File: src/rtl/crd_pkg.sv
package crd_pkg;

  typedef enum logic [2:0] {
    MODE_OFF,
    MODE_RSV,
    MODE_LO,
    MODE_HI,
    MODE_TEST
  } mode_e;

  // strobes from control to datapath, valid for the current source cycle
  typedef struct packed {
    logic run;    // outputs enabled
    logic test;   // test-code ratios in force
    logic cpuHi;  // processor clock level for this cycle
    logic pciHi;  // peripheral clock level for this cycle
    logic err;    // reserved code in force
  } ctl_s;

  function automatic mode_e decodeSel(input logic [2:0] sel);
    mode_e m;
    case (sel)
      3'b000:  m = MODE_OFF;
      3'b011:  m = MODE_LO;
      3'b111:  m = MODE_HI;
      3'b100:  m = MODE_TEST;
      default: m = MODE_RSV;
    endcase
    return m;
  endfunction

endpackage

File: src/rtl/crd_ctrl.sv
module crd_ctrl
  import crd_pkg::*;
#(
  parameter int LO_RATIO   = 2,
  parameter int HI_RATIO   = 3,
  parameter int TEST_RATIO = 3
) (
  input  logic       clk,
  input  logic       rstN,
  input  logic [2:0] modeSel,
  output ctl_s       ctl
);

  localparam int MAX_RATIO = (LO_RATIO > HI_RATIO) ?
                             ((LO_RATIO > TEST_RATIO) ? LO_RATIO : TEST_RATIO) :
                             ((HI_RATIO > TEST_RATIO) ? HI_RATIO : TEST_RATIO);
  localparam int CNT_W = $clog2(2 * MAX_RATIO);
  localparam logic [CNT_W-1:0] LAST_LO   = CNT_W'(2 * LO_RATIO - 1);
  localparam logic [CNT_W-1:0] LAST_HI   = CNT_W'(2 * HI_RATIO - 1);
  localparam logic [CNT_W-1:0] LAST_TEST = CNT_W'(2 * TEST_RATIO - 1);
  localparam logic [CNT_W-1:0] ONE       = CNT_W'(1);

  mode_e            curMode;
  mode_e            reqMode;
  logic [CNT_W-1:0] cnt;
  logic [CNT_W-1:0] lastCnt;
  logic [CNT_W-1:0] ratio;
  logic             running;
  logic             atWrap;

  always_comb begin
    reqMode = decodeSel(modeSel);
    case (curMode)
      MODE_LO:   begin lastCnt = LAST_LO;   ratio = CNT_W'(LO_RATIO);   end
      MODE_HI:   begin lastCnt = LAST_HI;   ratio = CNT_W'(HI_RATIO);   end
      MODE_TEST: begin lastCnt = LAST_TEST; ratio = CNT_W'(TEST_RATIO); end
      default:   begin lastCnt = '0;        ratio = '0;                 end
    endcase
    running = (curMode == MODE_LO) || (curMode == MODE_HI) || (curMode == MODE_TEST);
    atWrap  = (cnt == lastCnt);
  end

  // a pending code is applied only when idle or at the peripheral period end
  always_ff @(posedge clk or negedge rstN) begin
    if (!rstN) begin
      curMode <= MODE_OFF;
      cnt     <= '0;
    end else if (!running || atWrap) begin
      curMode <= reqMode;
      cnt     <= '0;
    end else begin
      cnt <= cnt + ONE;
    end
  end

  always_comb begin
    ctl.run   = running;
    ctl.test  = (curMode == MODE_TEST);
    ctl.cpuHi = running && !cnt[0];
    ctl.pciHi = running && (cnt >= ONE) && (cnt <= ratio);
    ctl.err   = (curMode == MODE_RSV);
  end

  AST_CNT_IN_PERIOD: assert property (@(posedge clk) disable iff (!rstN)
    cnt <= lastCnt);

  AST_IDLE_CNT_ZERO: assert property (@(posedge clk) disable iff (!rstN)
    !running |-> (cnt == '0));

  AST_SWITCH_AT_WRAP: assert property (@(posedge clk) disable iff (!rstN)
    ((curMode != $past(curMode)) && $past(running)) |-> ($past(cnt) == $past(lastCnt)));

endmodule

File: src/rtl/crd_datapath.sv
module crd_datapath
  import crd_pkg::*;
(
  input  logic clk,
  input  logic rstN,
  input  ctl_s ctl,
  input  logic refTick,
  input  logic usbTick,
  output logic cpuClk,
  output logic pciClk,
  output logic cpuRise,
  output logic pciRise,
  output logic usbRise,
  output logic refRise,
  output logic apicRise,
  output logic outEn,
  output logic modeErr
);

  logic cpuEdgeNext;
  logic refNext;

  always_comb begin
    cpuEdgeNext = ctl.cpuHi && !cpuClk;
    refNext     = ctl.test || (ctl.run && refTick);
  end

  always_ff @(posedge clk or negedge rstN) begin
    if (!rstN) begin
      cpuClk   <= 1'b0;
      pciClk   <= 1'b0;
      cpuRise  <= 1'b0;
      pciRise  <= 1'b0;
      usbRise  <= 1'b0;
      refRise  <= 1'b0;
      apicRise <= 1'b0;
      outEn    <= 1'b0;
      modeErr  <= 1'b0;
    end else begin
      cpuClk   <= ctl.cpuHi;
      pciClk   <= ctl.pciHi;
      cpuRise  <= cpuEdgeNext;
      pciRise  <= ctl.pciHi && !pciClk;
      usbRise  <= ctl.test ? cpuEdgeNext : (ctl.run && usbTick);
      refRise  <= refNext;
      apicRise <= refNext;
      outEn    <= ctl.run;
      modeErr  <= ctl.err;
    end
  end

  AST_PCI_AFTER_CPU: assert property (@(posedge clk) disable iff (!rstN)
    pciRise |-> $past(cpuRise));

  AST_CPU_HALF: assert property (@(posedge clk) disable iff (!rstN)
    cpuRise |=> !cpuClk);

  AST_QUIET_WHEN_OFF: assert property (@(posedge clk) disable iff (!rstN)
    !outEn |-> !(cpuClk || pciClk || usbRise || refRise || apicRise));

  AST_ERR_NOT_ENABLED: assert property (@(posedge clk) disable iff (!rstN)
    modeErr |-> !outEn);

endmodule

File: src/rtl/clock_ratio_divider.sv
module clock_ratio_divider
  import crd_pkg::*;
#(
  parameter int LO_RATIO   = 2,
  parameter int HI_RATIO   = 3,
  parameter int TEST_RATIO = 3
) (
  input  logic       clk,
  input  logic       rstN,
  input  logic [2:0] modeSel,
  input  logic       refTick,
  input  logic       usbTick,
  output logic       cpuClk,
  output logic       pciClk,
  output logic       cpuRise,
  output logic       pciRise,
  output logic       usbRise,
  output logic       refRise,
  output logic       apicRise,
  output logic       outEn,
  output logic       modeErr
);

  ctl_s ctl;

  crd_ctrl #(
    .LO_RATIO  (LO_RATIO),
    .HI_RATIO  (HI_RATIO),
    .TEST_RATIO(TEST_RATIO)
  ) uCtrl (
    .clk    (clk),
    .rstN   (rstN),
    .modeSel(modeSel),
    .ctl    (ctl)
  );

  crd_datapath uData (
    .clk     (clk),
    .rstN    (rstN),
    .ctl     (ctl),
    .refTick (refTick),
    .usbTick (usbTick),
    .cpuClk  (cpuClk),
    .pciClk  (pciClk),
    .cpuRise (cpuRise),
    .pciRise (pciRise),
    .usbRise (usbRise),
    .refRise (refRise),
    .apicRise(apicRise),
    .outEn   (outEn),
    .modeErr (modeErr)
  );

endmodule

File: config.mk
export PLATFORM = sky130hd
export DESIGN_NAME = clock_ratio_divider
export DESIGN_NICKNAME = d
export VERILOG_FILES = /design/src/rtl/crd_pkg.sv /design/src/rtl/crd_ctrl.sv /design/src/rtl/crd_datapath.sv /design/src/rtl/clock_ratio_divider.sv
export SDC_FILE = /design/constraint.sdc
export NUM_CORES = 1
export LEC_CHECK = 0
export CAP_MARGIN = 15
export CELL_PAD_IN_SITES_DETAIL_PLACEMENT = 0
export CELL_PAD_IN_SITES_GLOBAL_PLACEMENT = 1
export CORE_MARGIN = 8
export CORE_UTILIZATION = 39
export CTS_CLUSTER_DIAMETER = 30
export CTS_CLUSTER_SIZE = 12
export DETAILED_ROUTE_END_ITERATION = 8
export GPL_ROUTABILITY_DRIVEN = 0
export PLACE_DENSITY_LB_ADDON = 0.1
export REMOVE_ABC_BUFFERS = 1
export SKIP_CTS_REPAIR_TIMING = 1
export SLEW_MARGIN = 20
export SYNTH_ARGS = -nofsm -noshare
export SYNTH_HDL_FRONTEND = slang
export SYNTH_SLANG_ARGS = --single-unit
File: constraint.sdc
create_clock -name clk -period 3.1 [get_ports clk]
set_clock_uncertainty 0.1 [all_clocks]
set_input_delay 0.775 -clock clk [delete_from_list [all_inputs] [get_ports clk]]
set_output_delay 0.775 -clock clk [all_outputs]
set_load 0.05 [all_outputs]
# Yosys cells after proc, flatten, opt, wreduce, memory -nomap -nowiden
# Cells that the tools add are included.
# Widths: inputs -> output; s select.
[totals]
wordCells = 43
regBits = 14
input_bits = 7
out_inout_bits = 9
[classes]
n_lt_le_gt_ge = 2
add_sub_neg = 1
reduce_logical = 17
n_eq_ne = 8
muxes = 5
[ops]
columns = ["cell", "count"]
rows = [
  ["$pmux 3 s4", 1],
  ["$eq 3x2->1 const B", 3],
  ["$eq 3x3->1 const B", 3],
  ["$logic_and 1x1->1", 7],
  ["$pmux 3 s2", 1],
  ["$logic_not 1->1", 4],
  ["$logic_or 1x1->1", 4],
  ["$pmux 2 s2", 1],
  ["$add 3x1->3 const B", 1],
  ["$eq 3x1->1 const B", 1],
  ["$eq 3x3->1", 1],
  ["$ge 3x1->1 const B", 1],
  ["$le 3x2->1", 1],
  ["$logic_not 3->1", 1],
  ["$mux 3", 1],
  ["$reduce_or 2->1", 1],
  ["$mux 1", 1],
]

# Longest topological paths before layout
# Gate-level depths: netlist (run 1).
[depth]
ltp_word = 6
mapped_depth = 8
ltp_nobuf = 8

# By module
# Synthesis (run 1) repeated with hierarchy kept, for this count alone.
[unflattened]
hier_cells = 68
area_unflattened_um2 = 745.7
[modules_own_cells]
columns = ["module", "cells_per_inst", "seq_area_each_um2", "area_each_um2", "instances"]
rows = [
  ["crd_ctrl", 54, 150.1, 495.5, 1],
  ["crd_datapath", 14, 200.2, 250.2, 1],
]

# Worst setup path before layout (run 1)
# OpenSTA, ideal clock, no wires.
[synth_timing]
path_kind = "flip-flop to flip-flop"
startpoint = "register uCtrl.curMode[1]"
endpoint = "register uData.pciRise"
setup_time_ns = 0.140
n_path_buf = 0
arrival_time_ns = 1.697
period_less_slack_ns = 1.937
stages_incl_launch_ff = 9
path_slack_ns = 1.163
required_ns = 2.860
path_cell_list = "dfrtp_1 nor3b_2 or2_4 inv_2 ha_1 nor2b_1 a2bb2oi_1 nor4_4 nor2b_1"
[synth_lines]
columns = ["item", "line", "rtl"]
rows = [
  ["start, declared", "crd_ctrl.sv:23", "mode_e curMode;"],
  ["start signal, assigned", "crd_ctrl.sv:49", "curMode <= reqMode;"],
  ["end signal, assigned", "crd_datapath.sv:43", "pciRise <= ctl.pciHi && !pciClk;"],
  ["end, declared", "crd_datapath.sv:12", "output logic pciRise,"],
]

# Worst setup path after layout (run 1)
[layout_timing]
startpoint = "register uData.cpuClk"
endpoint = "output port cpuClk"
[layout_lines]
columns = ["item", "line", "rtl"]
rows = [
  ["start, declared", "crd_datapath.sv:9", "output logic cpuClk,"],
  ["start signal, assigned", "crd_datapath.sv:40", "cpuClk <= ctl.cpuHi;"],
  ["end, declared", "clock_ratio_divider.sv:13", "output logic cpuClk,"],
]
# No word-level cell between the ends.

==> results of run 1 <==
final cells by class:
class / count / area [um2]
Timing Repair Buffer: 15 / 150.1
Inverter: 3 / 11.26
Sequential cell: 14 / 350.3
Tap cell: 17 / 21.27
Fill cell: 159 / 803.3
Clock buffer: 4 / 36.28
Multi-Input combinational cell: 42 / 297.8
sequential cells by signal (all words and copies together) (netlist names):
name,flops
uData.pciRise,1
uCtrl.cnt,3
uData.outEn,1
uData.usbRise,1
uCtrl.curMode,3
uData.cpuRise,1
uData.modeErr,1
uData.pciClk,1
uData.cpuClk,1
uData.refRise,1
metrics by stage:
stage / utilization, % / std cells / hold slack (ns) / power, mW / setup WS, ns
2_1_floorplan: - / 59 / 0.3265 / 0.7301 / 1.163
3_3_place_gp: 49.74 / 91 / 0.3142 / 0.8870 / 1.047
3_5_place_dp: 49.74 / 91 / 0.3199 / 0.8881 / 1.025
4_1_cts: 51.91 / 95 / 0.3327 / 1.018 / 0.7450
5_1_grt: 51.91 / 95 / 0.3552 / 1.080 / 0.7101
6_report: 51.91 / 95 / 0.3276 / 1.003 / 0.7712
metal layers:
metal / GRT usage [%] / up-vias / routed length [um]
met5: 0 / - / 0
met4: 4.286 / 0 / 10
met3: 3.363 / 2 / 91
met2: 11.58 / 11 / 527
met1: 9.555 / 230 / 580
li1: - / 242 / -
synth_stat cells, drive strengths merged (2+ instances only):
master,n
dfrtp,14
nand2,5
inv,3
nor2b,3
a21o,2
ha,4
nor3,2
nor2,8
o21ai,3
nor3b,2
placed cells by master, fill, tap and decap left out, types with 2 or more instances in the layout:
master / netlist / layout
nor2b_1: 3 / 3
clkbuf_4: 0 / 3
nand2_1: 5 / 5
dfrtp_1: 14 / 14
ha_1: 4 / 4
a21o_1: 2 / 2
inv_1: 2 / 2
nor3_1: 2 / 2
nor2_1: 8 / 8
clkdlybuf4s50_1: 0 / 15
o21ai_0: 2 / 2
logic make-up after synthesis:
| kind of cell | Yosys count |
|---|---|
| AO/OA/AOI/OAI | 11 |
| XOR/XNOR | 1 |
| adder cells (fa/ha/maj) | 4 |
| buffers and inverters | 4 |
| flip-flops | 14 |
| AND/OR/NAND/NOR | 26 |
power breakdown:
| group | internal, mW | switching, mW |
|---|---|---|
| sequential | 0.257 | 0.0760 |
| clock | 0.0713 | 0.0563 |
| combinational | 0.225 | 0.318 |
| total | 0.553 | 0.450 |
final timing paths:
kind,startpoint,end,slack (ns)
max reg2reg,uCtrl.curMode[0],uData.pciRise,1.01
min reg2reg,uData.pciClk,uData.pciRise,0.33
min in group asynchronous,rstN,uData.cpuRise,0.78
max,uData.cpuClk,cpuClk,0.77
max in group asynchronous,rstN,uCtrl.curMode[0],1.72
min,uData.pciClk,uData.pciRise,0.33
==> results.json, run 1 <==
{
  "ios": 16,
  "synth_seq_cells": 14,
  "num_rows": 15,
  "synth_area_um2": 666.9,
  "path_max_fanout": 3,
  "p_per_area_mw_per_mm2": 1157,
  "hpwlAfterDp_um": 920.6,
  "via_per_inst": 5.105,
  "core-area_mm2": 0.001670,
  "synthTopCellsByArea": "dfrtp_1 53%, ha_1 7.5%, nor2_1 4.5%, nor4_4 3.2%, nand2_1 2.8%",
  "final_nets": 90,
  "clkLatencyLatePin_ns": 0.27,
  "fin_crit_sh_pct": 75.12,
  "finalHoldViolations": 0,
  "clkTransAtPathRegs_ns": 0.08,
  "critical_path_required_ns": 2.22,
  "wl_um": 1209,
  "critPathCaptureType": "output pin",
  "finalSetupViolCount": 0,
  "synthFlopType": "dfrtp_1",
  "clock_path_buffers": 2,
  "ys_async_sr_fraction_pct": 100.0,
  "worst-path-stages": 1,
  "cts_tree": "built",
  "yosysTopAreaCell": "dfrtp_1",
  "antenna_found_initial": 0,
  "start_util_pct": 39.93,
  "status": "completed",
  "clkSinkCount": 14,
  "cts-root-buf": "clkbuf_4",
  "wl_per_cell_um": 12.73,
  "yosysWarnings": 0,
  "max_stage_delay_ns": 0.81,
  "synth_fa_ha_area_share_pct": 7.505,
  "rr_worst_depth": 8,
  "grt_pass1_vias": 463,
  "overflow": 0,
  "worstSetupPathType": "register to output pin",
  "hp-class": "register to register",
  "min_path_cells": 1,
  "dr.pass1.iters": 4,
  "yosys.area.top_type_share_pct": 52.53,
  "ys_seq_area_share_pct": 52.53,
  "grt_pass1_wl_um": 2063,
  "htree_levels": 1,
  "drv_slew": 0,
  "drt_iter0_markers": 9,
  "drive_gt1_share_pct": 12.82,
  "crit_family": "buffers and inverters",
  "power.leakage_nw": 0.3890,
  "final_area_um2": 867.1,
  "cpMaxStageDelayCell": "clkdlybuf4s50_1",
  "final_antenna_net_count": 0,
  "synth-simple-area-share_pct": 24.02,
  "cts_buffers": 3,
  "die-area_mm2": 0.003289,
  "slew_headroom_pct": 59.22,
  "fmax_mhz": 429.4,
  "vias": 485,
  "synth_area_per_cell_um2": 11.11,
  "synth-xor-area-share_pct": 1.313,
  "ir_drop_mv": 0.4793,
  "arrival_ns": 1.45,
  "crit_buf_inv": 1,
  "antennaDiodeCount": 0,
  "maxCapViolCount": 0,
  "period_needed_ns": 2.329,
  "chipHeight_um": 57.35,
  "tightest_slew_ns": 0.6098,
  "rsz0062_at_grt": "no",
  "portBuffers": 15,
  "grt_max_degree": 15,
  "drc": 0,
  "fp.dieW_um": 57.35,
  "tns_ns": 0,
  "grtUsageTotal_pct": 7.930,
  "synth_top_family_by_area": "simple AND/OR/NAND/NOR gates",
  "netlist-cell-type-count": 27,
  "dpl_cell_area_um2": 830.8,
  "synthMuxAreaShare_pct": 0,
  "synth_edf_count": 0,
  "critPathLaunchType": "register",
  "path_cells": "clkdlybuf4s50_1",
  "area_growth_pct": 30.02,
  "netlist_instances": 60,
  "synth_compound_area_share_pct": 11.82
}
Note: power is estimated with default switching activity, not from simulation.
==> inputs of run 2 (changes only) <==
Settings changed: CORE_UTILIZATION 39 to 32.
Clock period 3.1 ns to 2.1 ns, I/O delays scaled along.
==> run 2 against run 1 <==
Wire length rose by 13%. Design area rose by 5.5%. Flip-flop and latch count did not move. Global-route usage rose by 0.47 points. Non-clock buffer count rose by 5. Combinational power rose by 65%. Cell count rose by 16%. Largest power group unchanged.
==> results.json, run 2 (same netlist as run 1, synthesis figures left out) <==
{
  "wl_per_cell_um": 12.41,
  "drc": 0,
  "vias": 527,
  "grt_pass1_wl_um": 2325,
  "portBuffers": 15,
  "area_growth_pct": 37.15,
  "grt_busiest_layer": "met2",
  "antennaDiodeCount": 0,
  "cts-root-buf": "clkbuf_4",
  "dpl_cell_area_um2": 855.8,
  "fp.dieW_um": 61.65,
  "hpwlAfterDp_um": 1010,
  "fmax_mhz": 493.7,
  "critPathCaptureType": "output pin",
  "max_stage_delay_ns": 0.79,
  "final_core_util_pct": 46.62,
  "dr.pass1.iters": 4,
  "clkTransAtPathRegs_ns": 0.08,
  "grt_pass1_vias": 499,
  "critPathLaunchType": "register",
  "use_met2_pct": 11.82,
  "final_area_um2": 914.6,
  "cts_tree": "built",
  "finalSetupViolCount": 0,
  "power.leakage_nw": 0.4392,
  "final_common_cell": "dfrtp_1",
  "htree_levels": 1,
  "tns_ns": 0,
  "chipHeight_um": 61.65,
  "critical_path_required_ns": 1.47,
  "core-area_mm2": 0.001962,
  "tightest_slew_ns": 0.5102,
  "grt_max_degree": 15,
  "maxCapViolCount": 0,
  "num_rows": 16,
  "antenna_found_initial": 0,
  "clkSinkCount": 14,
  "use_met3_pct": 3.132,
  "wl_um": 1365,
  "largest_registers": "uCtrl.cnt (3), uCtrl.curMode (3)",
  "fin_crit_sh_pct": 96.46,
  "path_cells": "clkdlybuf4s50_1",
  "cpMaxStageDelayCell": "clkdlybuf4s50_1",
  "finalHoldViolations": 0,
  "overflow": 0,
  "worstSetupPathType": "register to output pin",
  "ir_drop_mv": 0.6639,
  "path_max_fanout": 1,
  "use_met1_pct": 10.25,
  "via_per_inst": 4.791,
  "rsz0062_at_grt": "no",
  "arrival_ns": 1.40,
  "die-area_mm2": 0.003801,
  "final_antenna_net_count": 0,
  "p_per_area_mw_per_mm2": 1716,
  "ios": 16,
  "crit_family": "buffers and inverters",
  "start_util_pct": 33.99,
  "drt_iter0_markers": 12,
  "grtUsageTotal_pct": 8.401,
  "slew_headroom_pct": 65.93,
  "status": "completed",
  "final_nets": 95,
  "clkLatencyLatePin_ns": 0.28,
  "drv_slew": 0,
  "cts_buffers": 3,
  "crit_buf_inv": 1,
  "period_needed_ns": 2.026,
  "drive_gt1_share_pct": 30.12,
  "final_cell_mix": "13 x dfrtp_1, 12 x buf_4, 8 x nor2_1, 7 x clkdlybuf4s50_1, 5 x nand2_1",
  "hp-class": "register to register",
  "clock_path_buffers": 2,
  "fillCellCount": 212
}
==> run 2: cell type report <==
cell class	count	area, um2	area share, %
multi-input cells	42	306.5	33.52
repair buffers	20	172.7	18.88
well taps	27	33.78	3.694
inverters	3	13.76	1.505
flip-flops and latches	14	351.6	38.44
clock buffers	4	36.28	3.967
==> run 2: per-stage QoR <==
stage	std cells	setup WS, ns	hold WS [ns]	power (mW)
6_report	110	0.07439	0.3328	1.569
3_3_place_gp	105	0.1532	0.3162	1.333
4_1_cts	109	0.04276	0.3248	1.536
3_5_place_dp	105	0.09162	0.3124	1.336
5_1_grt	110	0.007275	0.3654	1.700
2_1_floorplan	59	0.1629	0.1294	1.078
==> run 2: final timing paths <==
path | start | endpoint | slack [ns] | cells after the start
min reg2reg | uData.pciClk | uData.pciRise | 0.33 | 1
min | uData.pciClk | uData.pciRise | 0.33 | 1
max | uData.usbRise | usbRise | 0.07 | 1
max reg2reg | uCtrl.curMode[1] | uData.pciRise | 0.12 | 8
max in group asynchronous | rstN | uCtrl.curMode[1] | 1.27 | 2
min in group asynchronous | rstN | uData.usbRise | 0.45 | 2
==> run 2: power breakdown <==
group | internal, mW | leakage, nW | switching [mW]
logic | 0.378 | 0.245 | 0.520
registers | 0.381 | 0.173 | 0.0995
clock network | 0.105 | 0.0210 | 0.0844
total | 0.865 | 0.439 | 0.704
==> run 2: metal layers <==
metal | part of all wire (%) | wire, um
met1 | 45 | 616
met2 | 44 | 600
met3 | 9.0 | 123
met4 | 1.8 | 24
met5 | 0 | 0
